**src/rtl/sram_ctrl_pkg.sv**
```systemverilog
package sram_ctrl_pkg;

    typedef enum logic [2:0] {
        ST_IDLE,
        ST_WR_SETUP,
        ST_WR_PULSE,
        ST_WR_RECOV,
        ST_WR_PAD,
        ST_RD_ACCESS,
        ST_RD_TURN
    } sram_state_e;

    // Round a picosecond limit up to whole clock periods, never below one.
    function automatic int ps_to_cyc(input int lim_ps, input int clk_ps);
        int c;
        c = (lim_ps + clk_ps - 1) / clk_ps;
        if (c < 1) c = 1;
        return c;
    endfunction

    function automatic int max_int(input int a, input int b);
        return (a > b) ? a : b;
    endfunction

endpackage

```
**src/rtl/sram_phase_timer.sv**
```systemverilog
module sram_phase_timer #(
    parameter int CNT_W = 5
) (
    input  logic             clk,
    input  logic             rst_n,
    input  logic             load,
    input  logic [CNT_W-1:0] load_val,
    output logic             last
);

    logic [CNT_W-1:0] cnt;

    always_ff @(posedge clk or negedge rst_n) begin
        if (!rst_n)
            cnt <= '0;
        else if (load)
            cnt <= load_val;
        else if (cnt != '0)
            cnt <= cnt - 1'b1;
    end

    assign last = (cnt == '0);

    // a running phase counts down by one each cycle
    a_r9_count_down: assert property (@(posedge clk) disable iff (!rst_n)
        (!load && !last) |=> (cnt == $past(cnt) - 1'b1));

endmodule

```
**src/rtl/sram_read_capture.sv**
```systemverilog
module sram_read_capture #(
    parameter int DATA_W = 8
) (
    input  logic              clk,
    input  logic              rst_n,
    input  logic              capture,
    input  logic [DATA_W-1:0] dq_in,
    output logic              rd_valid,
    output logic [DATA_W-1:0] rd_data
);

    always_ff @(posedge clk or negedge rst_n) begin
        if (!rst_n) begin
            rd_valid <= 1'b0;
            rd_data  <= '0;
        end else begin
            rd_valid <= capture;
            if (capture)
                rd_data <= dq_in;
        end
    end

    // read strobe lasts a single cycle
    a_r6_valid_pulse: assert property (@(posedge clk) disable iff (!rst_n)
        rd_valid |=> !rd_valid);

    // returned byte holds until the next capture
    a_r6_data_hold: assert property (@(posedge clk) disable iff (!rst_n)
        !$past(capture) |-> $stable(rd_data));

endmodule

```
**src/rtl/sram_async_ctrl.sv**
```systemverilog
module sram_async_ctrl
    import sram_ctrl_pkg::*;
#(
    parameter int ADDR_W   = 19,
    parameter int DATA_W   = 8,
    parameter int CLK_PS   = 5000,
    parameter int T_AS_PS  = 0,
    parameter int T_WP_PS  = 60000,
    parameter int T_AW_PS  = 70000,
    parameter int T_WR_PS  = 5000,
    parameter int T_WC_PS  = 85000,
    parameter int T_AA_PS  = 85000,
    parameter int T_RC_PS  = 85000,
    parameter int T_HZ_PS  = 30000
) (
    input  logic              clk,
    input  logic              rst_n,
    input  logic              req_valid,
    output logic              req_ready,
    input  logic              req_write,
    input  logic [ADDR_W-1:0] req_addr,
    input  logic [DATA_W-1:0] req_wdata,
    output logic              rd_valid,
    output logic [DATA_W-1:0] rd_data,
    output logic [ADDR_W-1:0] ram_addr,
    output logic              ram_sel_n,
    output logic              ram_sel,
    output logic              ram_rd_n,
    output logic              ram_wr_n,
    output logic [DATA_W-1:0] ram_dq_out,
    output logic              ram_dq_oe,
    input  logic [DATA_W-1:0] ram_dq_in
);

    localparam int AS_CYC   = ps_to_cyc(T_AS_PS, CLK_PS);
    localparam int WP_CYC   = max_int(ps_to_cyc(T_WP_PS, CLK_PS),
                                      ps_to_cyc(T_AW_PS, CLK_PS) - AS_CYC);
    localparam int WR_CYC   = ps_to_cyc(T_WR_PS, CLK_PS);
    localparam int WPAD_CYC = max_int(0, ps_to_cyc(T_WC_PS, CLK_PS)
                                         - AS_CYC - WP_CYC - WR_CYC);
    localparam int AA_CYC   = ps_to_cyc(T_AA_PS, CLK_PS);
    localparam int TURN_CYC = max_int(ps_to_cyc(T_HZ_PS, CLK_PS),
                                      ps_to_cyc(T_RC_PS, CLK_PS) - AA_CYC);
    localparam int MAX_CYC  = max_int(max_int(AS_CYC, WP_CYC),
                              max_int(max_int(WR_CYC, WPAD_CYC),
                                      max_int(AA_CYC, TURN_CYC)));
    localparam int CNT_W    = $clog2(MAX_CYC + 1);

    sram_state_e      state, state_nxt;
    logic             phase_last;
    logic             accept;
    logic [CNT_W-1:0] phase_load;
    int               phase_len;

    assign req_ready = (state == ST_IDLE);
    assign accept    = req_valid && req_ready;

    // Next-state decode.
    always_comb begin
        state_nxt = state;
        unique case (state)
            ST_IDLE:      if (accept) state_nxt = req_write ? ST_WR_SETUP : ST_RD_ACCESS;
            ST_WR_SETUP:  if (phase_last) state_nxt = ST_WR_PULSE;
            ST_WR_PULSE:  if (phase_last) state_nxt = ST_WR_RECOV;
            ST_WR_RECOV:  if (phase_last) state_nxt = (WPAD_CYC > 0) ? ST_WR_PAD : ST_IDLE;
            ST_WR_PAD:    if (phase_last) state_nxt = ST_IDLE;
            ST_RD_ACCESS: if (phase_last) state_nxt = ST_RD_TURN;
            ST_RD_TURN:   if (phase_last) state_nxt = ST_IDLE;
            default:      state_nxt = ST_IDLE;
        endcase
    end

    // Length of the phase about to be entered.
    always_comb begin
        unique case (state_nxt)
            ST_WR_SETUP:  phase_len = AS_CYC;
            ST_WR_PULSE:  phase_len = WP_CYC;
            ST_WR_RECOV:  phase_len = WR_CYC;
            ST_WR_PAD:    phase_len = max_int(WPAD_CYC, 1);
            ST_RD_ACCESS: phase_len = AA_CYC;
            ST_RD_TURN:   phase_len = TURN_CYC;
            default:      phase_len = 1;
        endcase
        phase_load = CNT_W'(phase_len - 1);
    end

    // State register.
    always_ff @(posedge clk or negedge rst_n) begin
        if (!rst_n)
            state <= ST_IDLE;
        else
            state <= state_nxt;
    end

    // Registered pin outputs, decoded from the state being entered so that
    // they change on the same edge as the state and never glitch.
    always_ff @(posedge clk or negedge rst_n) begin
        if (!rst_n) begin
            ram_addr   <= '0;
            ram_dq_out <= '0;
            ram_sel_n  <= 1'b1;
            ram_sel    <= 1'b0;
            ram_rd_n   <= 1'b1;
            ram_wr_n   <= 1'b1;
            ram_dq_oe  <= 1'b0;
        end else begin
            if (accept) begin
                ram_addr   <= req_addr;
                ram_dq_out <= req_wdata;
            end
            ram_sel_n <= !(state_nxt inside {ST_WR_SETUP, ST_WR_PULSE,
                                             ST_WR_RECOV, ST_RD_ACCESS});
            ram_sel   <=  (state_nxt inside {ST_WR_SETUP, ST_WR_PULSE,
                                             ST_WR_RECOV, ST_RD_ACCESS});
            ram_rd_n  <= (state_nxt != ST_RD_ACCESS);
            ram_wr_n  <= (state_nxt != ST_WR_PULSE);
            ram_dq_oe <= (state_nxt inside {ST_WR_PULSE, ST_WR_RECOV});
        end
    end

    sram_phase_timer #(.CNT_W(CNT_W)) u_timer (
        .clk      (clk),
        .rst_n    (rst_n),
        .load     (state_nxt != state),
        .load_val (phase_load),
        .last     (phase_last)
    );

    sram_read_capture #(.DATA_W(DATA_W)) u_capture (
        .clk      (clk),
        .rst_n    (rst_n),
        .capture  ((state == ST_RD_ACCESS) && phase_last),
        .dq_in    (ram_dq_in),
        .rd_valid (rd_valid),
        .rd_data  (rd_data)
    );

    // a ready controller has the RAM deselected and its driver off
    a_r1_idle_quiet: assert property (@(posedge clk) disable iff (!rst_n)
        req_ready |-> (ram_sel_n && !ram_sel && ram_rd_n && ram_wr_n && !ram_dq_oe));

    // address stays put while the RAM remains selected
    a_r3_addr_stable: assert property (@(posedge clk) disable iff (!rst_n)
        (!ram_sel_n && !$past(ram_sel_n)) |-> $stable(ram_addr));

    // output enable stays high whenever write enable is low
    a_r3_wr_no_rd: assert property (@(posedge clk) disable iff (!rst_n)
        !ram_wr_n |-> ram_rd_n);

    // controller never drives while the RAM may be driving
    a_r4_no_contention: assert property (@(posedge clk) disable iff (!rst_n)
        !(ram_dq_oe && !ram_rd_n));

    // the driver stays off on the cycle output enable is released
    a_r7_turn_off: assert property (@(posedge clk) disable iff (!rst_n)
        $rose(ram_rd_n) |-> !ram_dq_oe);

    // write enable only inside an active chip-enable window
    a_r8_wr_selected: assert property (@(posedge clk) disable iff (!rst_n)
        !ram_wr_n |-> (!ram_sel_n && ram_sel));

endmodule

```
**config.mk**
```make
export PLATFORM = sky130hd
export DESIGN_NAME = sram_async_ctrl
export DESIGN_NICKNAME = d
export VERILOG_FILES = /design/src/rtl/sram_ctrl_pkg.sv /design/src/rtl/sram_phase_timer.sv /design/src/rtl/sram_read_capture.sv /design/src/rtl/sram_async_ctrl.sv
export SDC_FILE = /design/constraint.sdc
export NUM_CORES = 1
export LEC_CHECK = 0
export ABC_AREA = 1
export BUFFER_PORTS_ARGS = -buffer_cell sky130_fd_sc_hd__buf_2
export CORE_AREA = 2 2 78 80
export CTS_BUF_LIST = sky130_fd_sc_hd__clkbuf_8
export CTS_CLUSTER_SIZE = 40
export DETAILED_ROUTE_END_ITERATION = 16
export DIE_AREA = 0 0 80 82
export PLACE_DENSITY = 0.72
export SYNTH_ARGS = -nofsm -noshare
export SYNTH_HDL_FRONTEND = slang
export SYNTH_HIERARCHICAL = 1
export SYNTH_SLANG_ARGS = --single-unit
export TNS_END_PERCENT = 100
```
**constraint.sdc**
```tcl
create_clock -name clk -period 2.06 [get_ports clk]
set_input_delay 0.309 -clock clk [delete_from_list [all_inputs] [get_ports clk]]
set_output_delay 0.309 -clock clk [all_outputs]
set_load 0.01 [all_outputs]
```
==> qor.csv, run 1 <==
metric;value;unit
hold buffers post-CTS;0;
H-tree Lvls;2;
Residual DRC;0;
YS warnings;6;
Cell Area, Synth;2220;um^2
Worst R2R Setup Slack;0.17;ns
CTS buffer count;5;
async set-reset flop share out of synthesis;100;%
Syn Area/Cell;9.01;um^2
crit-path max FO;8;
Slew @ Worst Pin;0.607;ns
Leak;1.60;nW
Placer Congestion;0.789;
Starting Density;38.7;%
number of synthesized flops with an enable pin;0;
antenna fix cells;0;
GRT Overall Usage;13.8;%
Row Count;28;
max-slew violation count;0;
CP required;2.25;ns
RR Endpoint;u_timer/cnt[0];
WL/cell;10.6;um
share of cells above drive strength 1;39.0;%
# setup viols final;0;
Die Area;6560;um^2
Seq cells post-synth;49;
area delta synth->final;25.8;%
CTS clk-pin slew, worst paths;0.09;ns
VDD IR max;0.000621;V
fmax;530;MHz
Max-Cap Viols;0;
period utilization;91.6;%
1st-pass router iterations;4;
PortBufs;80;
post-place instance area;2690;um^2
Via-to-Cell Ratio;4.34;
filler instances;570;
prevailing post-synth register cell;dfrtp_1;
clk_lat worst skew;0.30;ns
final antenna-violating net count;0;
most frequent cells in the layout;buf_2, nand2_1, dfrtp_1;
Place WS;0.0167;ns
Max-slew headroom;59.5;%
Vias;1769;
final setup margin;0.173;ns
post-DP HPWL;3140;um
unrepaired setup endpoints after global routing;false;
largest net degree at the start of global routing;55;
Core ar.;5750;um^2
root buf cell;clkbuf_8;
crit path time final;1.89;ns
first-pass GRT wire length;7020;um
Fin. Hold Viols;0;
clock buffer depth;2;
DRT Wirelength;4320;um
Die Span Y;82;um
Clock Skew;0.00477;ns
initial antenna violation count;0;
Crit Path Category;register to register;
r2r startpoint;u_timer/cnt[0];
Post-Syn Instances;247;
syn_nets;287;
overflow left after global routing;0;
CTS tree;yes;
chip width;80;um
Synth cell types;28;
final instance area;2800;um^2
total power;4.42;mW
Seq/Total Area, Yosys;55.3;%
Sink Count;49;
Starting DRT DRC Count;70;
# nets final;372;
number of cells on the worst reg-to-reg path;11;
post-route setup TNS;0;ns
CP Capture Type;register;
Min-Delay Path Class;primary input to asynchronous set/reset pin;
PwrDens;1580;nW/um^2
setup bufs post-CTS;0;
Top-Level Pins;81;
status;finished, final reports clean;
CP startpoint kind;register;
commonest non-fill, non-tap cell in the layout;buf_2;
Crit path arrival time;2.08;ns
vias in the first global route;1623;
==> worst max-delay path by stage <==
stage | startpoint | slack [ns] | to | cells after the start
floorplan | u_timer/cnt[0] | 0.02 | u_timer/cnt[0] | 14
global placement | u_timer/cnt[0] | 0.15 | u_timer/cnt[0] | 13
detailed placement | u_timer/cnt[0] | 0.02 | u_timer/cnt[0] | 13
CTS | u_timer/cnt[0] | 0.08 | u_timer/cnt[0] | 13
global route | u_timer/cnt[0] | 0.01 | u_timer/cnt[0] | 15
finish | u_timer/cnt[0] | 0.17 | u_timer/cnt[0] | 11
==> registers in the layout, indices dropped and copies added (netlist names), 3 cells and up <==
| register | count |
|---|---|
| ram_addr | 19 |
| ram_dq_out | 8 |
| u_capture/rd_data | 8 |
| u_timer/cnt | 5 |
| state | 3 |
==> logic make-up after synthesis <==
kind of cell | after synthesis | share of synthesized area [%]
adders and majority gates | 1 | 0.562
buffers and inverters | 52 | 11.1
and+or+nand+nor | 109 | 23.1
xor gates and xnor gates | 1 | 0.394
other | 1 | 0.169
DFF | 49 | 55.3
AOI/OAI and AO/OA | 34 | 9.45
==> power breakdown <==
| part | internal [mW] | switching (mW) |
|---|---|---|
| logic | 0.875 | 1.29 |
| registers | 1.42 | 0.266 |
| clock network | 0.241 | 0.326 |
| total | 2.53 | 1.88 |
==> cell usage after synthesis (all sizes together), types with 3 or more instances <==
cell type,number,area share [%]
nor2,10,2.9
nand3,12,4.0
inv,43,7.3
o21ai,33,9.1
nand4,3,1.1
nand2,82,14
dfstp,3,3.5
dfrtp,46,52
buf,8,3.6
==> layout make-up <==
cell class	instances	area, um^2	share of cell area [%]
repair buffers	87	453	16.2
clock buffers	5	68.8	2.46
well taps	75	93.8	3.35
clock inverters	3	21.3	0.760
flip-flops and latches	49	1230	43.9
inverters	43	161	5.77
multi-input cells	146	771	27.5
==> critical path: stages (launching register included) <==
cell and delay (ns):
dfrtp_1 0.37, inv_2 0.06, ha_1 0.22, nand3_2 0.10
inv_2 0.05, buf_4 0.15, o21ai_0 0.29, nand3_4 0.16
inv_2 0.11, nand4_2 0.13, nand2_1 0.08, o21ai_1 0.06
==> metal layers <==
layer	routed length, um	track usage, %	part of all wire (%)	vias to the layer above
li1	-	-	-	923
met4	70	5.08	1.6	0
met5	0	0	0	-
met2	2000	22.8	46	65
met1	1910	16.6	44	772
met3	344	5.16	8.0	9
==> through the flow <==
stage	hold slack, ns	std cells	utilization (%)
after detailed placement	0.454	400	46.8
after global routing	0.151	408	48.7
final	0.0991	408	48.7
after CTS	0.116	408	48.4
after floorplan	0.0134	247	-
after global placement	0.449	400	46.8
==> timing repair <==
action	4_1_cts	5_1_grt
pin swaps	0	1
gates resized for setup	1	5
endpoints found under the setup margin	2	3
(Power assumes the default switching activity.)
==> run 2: changes to the inputs <==
--- a/config.mk
+++ b/config.mk
@@ -7,14 +7,13 @@
 export LEC_CHECK = 0
 export ABC_AREA = 1
 export BUFFER_PORTS_ARGS = -buffer_cell sky130_fd_sc_hd__buf_2
-export CORE_AREA = 2 2 78 80
+export CORE_AREA = 2 2 77 79
 export CTS_BUF_LIST = sky130_fd_sc_hd__clkbuf_8
 export CTS_CLUSTER_SIZE = 40
 export DETAILED_ROUTE_END_ITERATION = 16
-export DIE_AREA = 0 0 80 82
+export DIE_AREA = 0 0 79 81
 export PLACE_DENSITY = 0.72
 export SYNTH_ARGS = -nofsm -noshare
 export SYNTH_HDL_FRONTEND = slang
-export SYNTH_HIERARCHICAL = 1
 export SYNTH_SLANG_ARGS = --single-unit
 export TNS_END_PERCENT = 100
==> run 2 against run 1 <==
Compared with the run above: critical endpoint is now u_timer.cnt[3]; register-to-register slack better by 0.14 ns; largest power group unchanged; critical path type unchanged; the flow now finishes with violations (negative hold slack); critical path depth up 2; routed wire length up 5.4%.
==> qor.csv, run 2 <==
metric;value;unit;change
status;finished, violations left;;
failing checks;negative hold slack;;
antenna fix cells;0;;unchanged
area delta synth->final;28.0;%;
crit-path max FO;8;;unchanged
PwrDens;1600;nW/um^2;+1.4%
CP Capture Type;register;;
share of cells above drive strength 1;32.7;%;-6.3 points
CTS clk-pin slew, worst paths;0.08;ns;about the same
# setup viols final;0;;unchanged
prevailing post-synth register cell;dfrtp_1;;
Max-slew headroom;62.0;%;+2.5 points
CP startpoint kind;register;;
Leak;1.61;nW;+0.44%
filler instances;580;;+1.8%
Sink Count;49;;unchanged
top cells by instance count after synthesis;nand2_1, dfrtp_1, inv_1;;
first-pass GRT wire length;7310;um;+4.2%
Crit path top cell by count;inv_1;;
Worst Setup EP;u_timer.cnt[3];;
Max-Cap Viols;0;;unchanged
final instance area;2750;um^2;-1.7%
top cells by area, synth;dfrtp_1, nand2_1, dfstp_2;;
CP startpoint;u_timer.cnt[0];;
period utilization;84.8;%;-6.7 points
Slowest-stage cell, CP;dfrtp_1;;
CTS resizes;0;;-1
Core ar.;5680;um^2;-1.2%
root buf cell;clkbuf_8;;
VDD IR max;0.000632;V;+1.7%
register name with the most flops;ram_addr;;
CTS buffer count;5;;unchanged
largest net degree at the start of global routing;27;;-51%
Placer Congestion;0.798;;+1.1%
1st-pass router iterations;4;;unchanged
Residual DRC;0;;unchanged
PortBufs;80;;unchanged
DRT Wirelength;4560;um;+5.4%
Crit path arrival time;1.94;ns;-0.14 ns
# nets final;379;;+1.9%
Fin. Hold Viols;5;;+5
Via-to-Cell Ratio;4.40;;+1.4%
Syn Area/Cell;8.42;um^2;-6.5%
Starting Density;37.9;%;-0.87 points
post-DP HPWL;3460;um;+10%
vias in the first global route;1668;;+2.8%
commonest non-fill, non-tap cell in the layout;nand2_1;;
setup bufs post-CTS;0;;unchanged
RR Endpoint;u_timer.cnt[3];;
initial antenna violation count;0;;unchanged
overflow left after global routing;0;;unchanged
Vias;1821;;+2.9%
max FFs per register;19;;unchanged
Die Area;6400;um^2;-2.5%
WL/cell;11.0;um;+3.9%
Crit path largest cell delay;0.36;ns;about the same
GRT Overall Usage;14.6;%;+0.74 points
most frequent cell after synthesis;nand2_1;;
Seq cells post-synth;49;;unchanged
async set-reset flop share out of synthesis;100;%;unchanged
Min Hold Slack;-0.00309;ns;-0.102 ns
Starting DRT DRC Count;116;;+66%
Synth cell types;25;;-11%
number of synthesized flops with an enable pin;0;;unchanged
clock buffer depth;2;;unchanged
fmax;572;MHz;+7.9%
final design utilization;48.5;%;-0.26 points
Die Span Y;81;um;-1.2%
total power;4.40;mW;-0.38%
max-slew violation count;0;;unchanged
Min-Delay Path Class;primary input to asynchronous set/reset pin;;
Slew @ Worst Pin;0.570;ns;-0.0372 ns
Clock Skew;0.00713;ns;+0.00235 ns
Seq/Total Area, Yosys;57.3;%;+2.0 points
syn_nets;296;;+3.1%
crit path time final;1.75;ns;-0.139 ns
hold buffers post-CTS;0;;unchanged
clk_lat worst skew;0.29;ns;about the same
H-tree Lvls;2;;unchanged
Synth top area share;53.6;%;+1.8 points
r2r startpoint;u_timer.cnt[0];;
number of cells on the worst reg-to-reg path;13;;+2
top flop regs;ram_addr x19, ram_dq_out x8, u_capture.rd_data x8;;
Worst R2R Setup Slack;0.31;ns;+0.14 ns
Top-Level Pins;81;;unchanged
YS warnings;0;;-6
post-route setup TNS;0;ns;unchanged
unrepaired setup endpoints after global routing;false;;
Cell Area, Synth;2150;um^2;-3.4%
CTS tree;yes;;
final antenna-violating net count;0;;unchanged
Synth area leader;dfrtp_1;;
post-place instance area;2630;um^2;-2.0%
Row Count;28;;unchanged
Post-Syn Instances;255;;+3.2%
chip width;79;um;-1.3%
Crit Path Category;register to register;;
most frequent cells in the layout;nand2_1, buf_2, dfrtp_1;;
CP required;2.25;ns;about the same
crit-path cells;inv_1 > ha_1 > inv_1 > nor2_2 > nand2_4 > nand2_2 > nand3_1 > nand2_1 > inv_1 > nand3_2 > nand2_1 > nand2_1 > inv_1;;
-- run 2: cells by family (layout without fill, tap and decap cells) --
group / after synthesis / in the layout / share of synthesized area, %
simple gates: 164 / 164 / 32.4
flops: 49 / 49 / 57.3
buf+inv: 29 / 113 / 5.88
compound gates: 8 / 8 / 2.04
xor+xnor: 3 / 3 / 1.22
fa+ha+maj: 2 / 2 / 1.16
-- run 2: per-stage QoR --
step	setup WS [ns]	cells
6_report	0.312	414
5_1_grt	0.155	414
4_1_cts	0.311	414
3_5_place_dp	0.313	406
3_3_place_gp	0.380	406
2_1_floorplan	0.522	255
-- run 2: layer usage --
| metal | part of all wire (%) | wire (um) | up-vias | track usage (%) |
|---|---|---|---|---|
| met1 | 45 | 2050 | 837 | 19.2 |
| met5 | 0 | 0 | - | 0 |
| li1 | - | - | 933 | - |
| met2 | 49 | 2240 | 46 | 23.5 |
| met3 | 4.1 | 188 | 5 | 3.22 |
| met4 | 1.6 | 73 | 0 | 5.86 |
-- run 2: worst min path at each step --
stage | from | slack [ns] | endpoint | depth (start not counted)
floorplan | rst_n | 0.01 | ram_addr[0] | 0
global placement | rst_n | 0.33 | u_capture.rd_data[2] | 1
detailed placement | rst_n | 0.34 | u_capture.rd_data[1] | 1
CTS | rst_n | 0.01 | u_capture.rd_data[1] | 1
global route | rst_n | 0.03 | u_capture.rd_data[1] | 1
finish | rst_n | -0.003 | u_capture.rd_data[1] | 1
-- run 2: worst max-delay path: cells and delay by family (launching register included) --
kind / cells / cell delay, ns
DFF: 1 / 0.36
buffers and inverters: 4 / 0.27
adders and majority gates: 1 / 0.19
and+or+nand+nor: 8 / 0.82
-- run 2: report_power, final --
| group | internal, mW | leakage [nW] | switching [mW] | total [mW] |
|---|---|---|---|---|
| logic | 0.773 | 0.944 | 1.26 | 2.03 |
| registers | 1.43 | 0.605 | 0.253 | 1.68 |
| clock network | 0.391 | 0.0626 | 0.298 | 0.689 |
-- run 2: final cells by class --
class                           count  area (um^2)  area share, %
Inverter                           22         82.6           3.00
Timing Repair Buffer               83          435           15.8
Clock inverter                      2         33.8           1.23
Clock buffer                        6         82.6           3.00
Tap cell                           75         93.8           3.41
Sequential cell                    49         1230           44.7
Multi-Input combinational cell    177          792           28.8
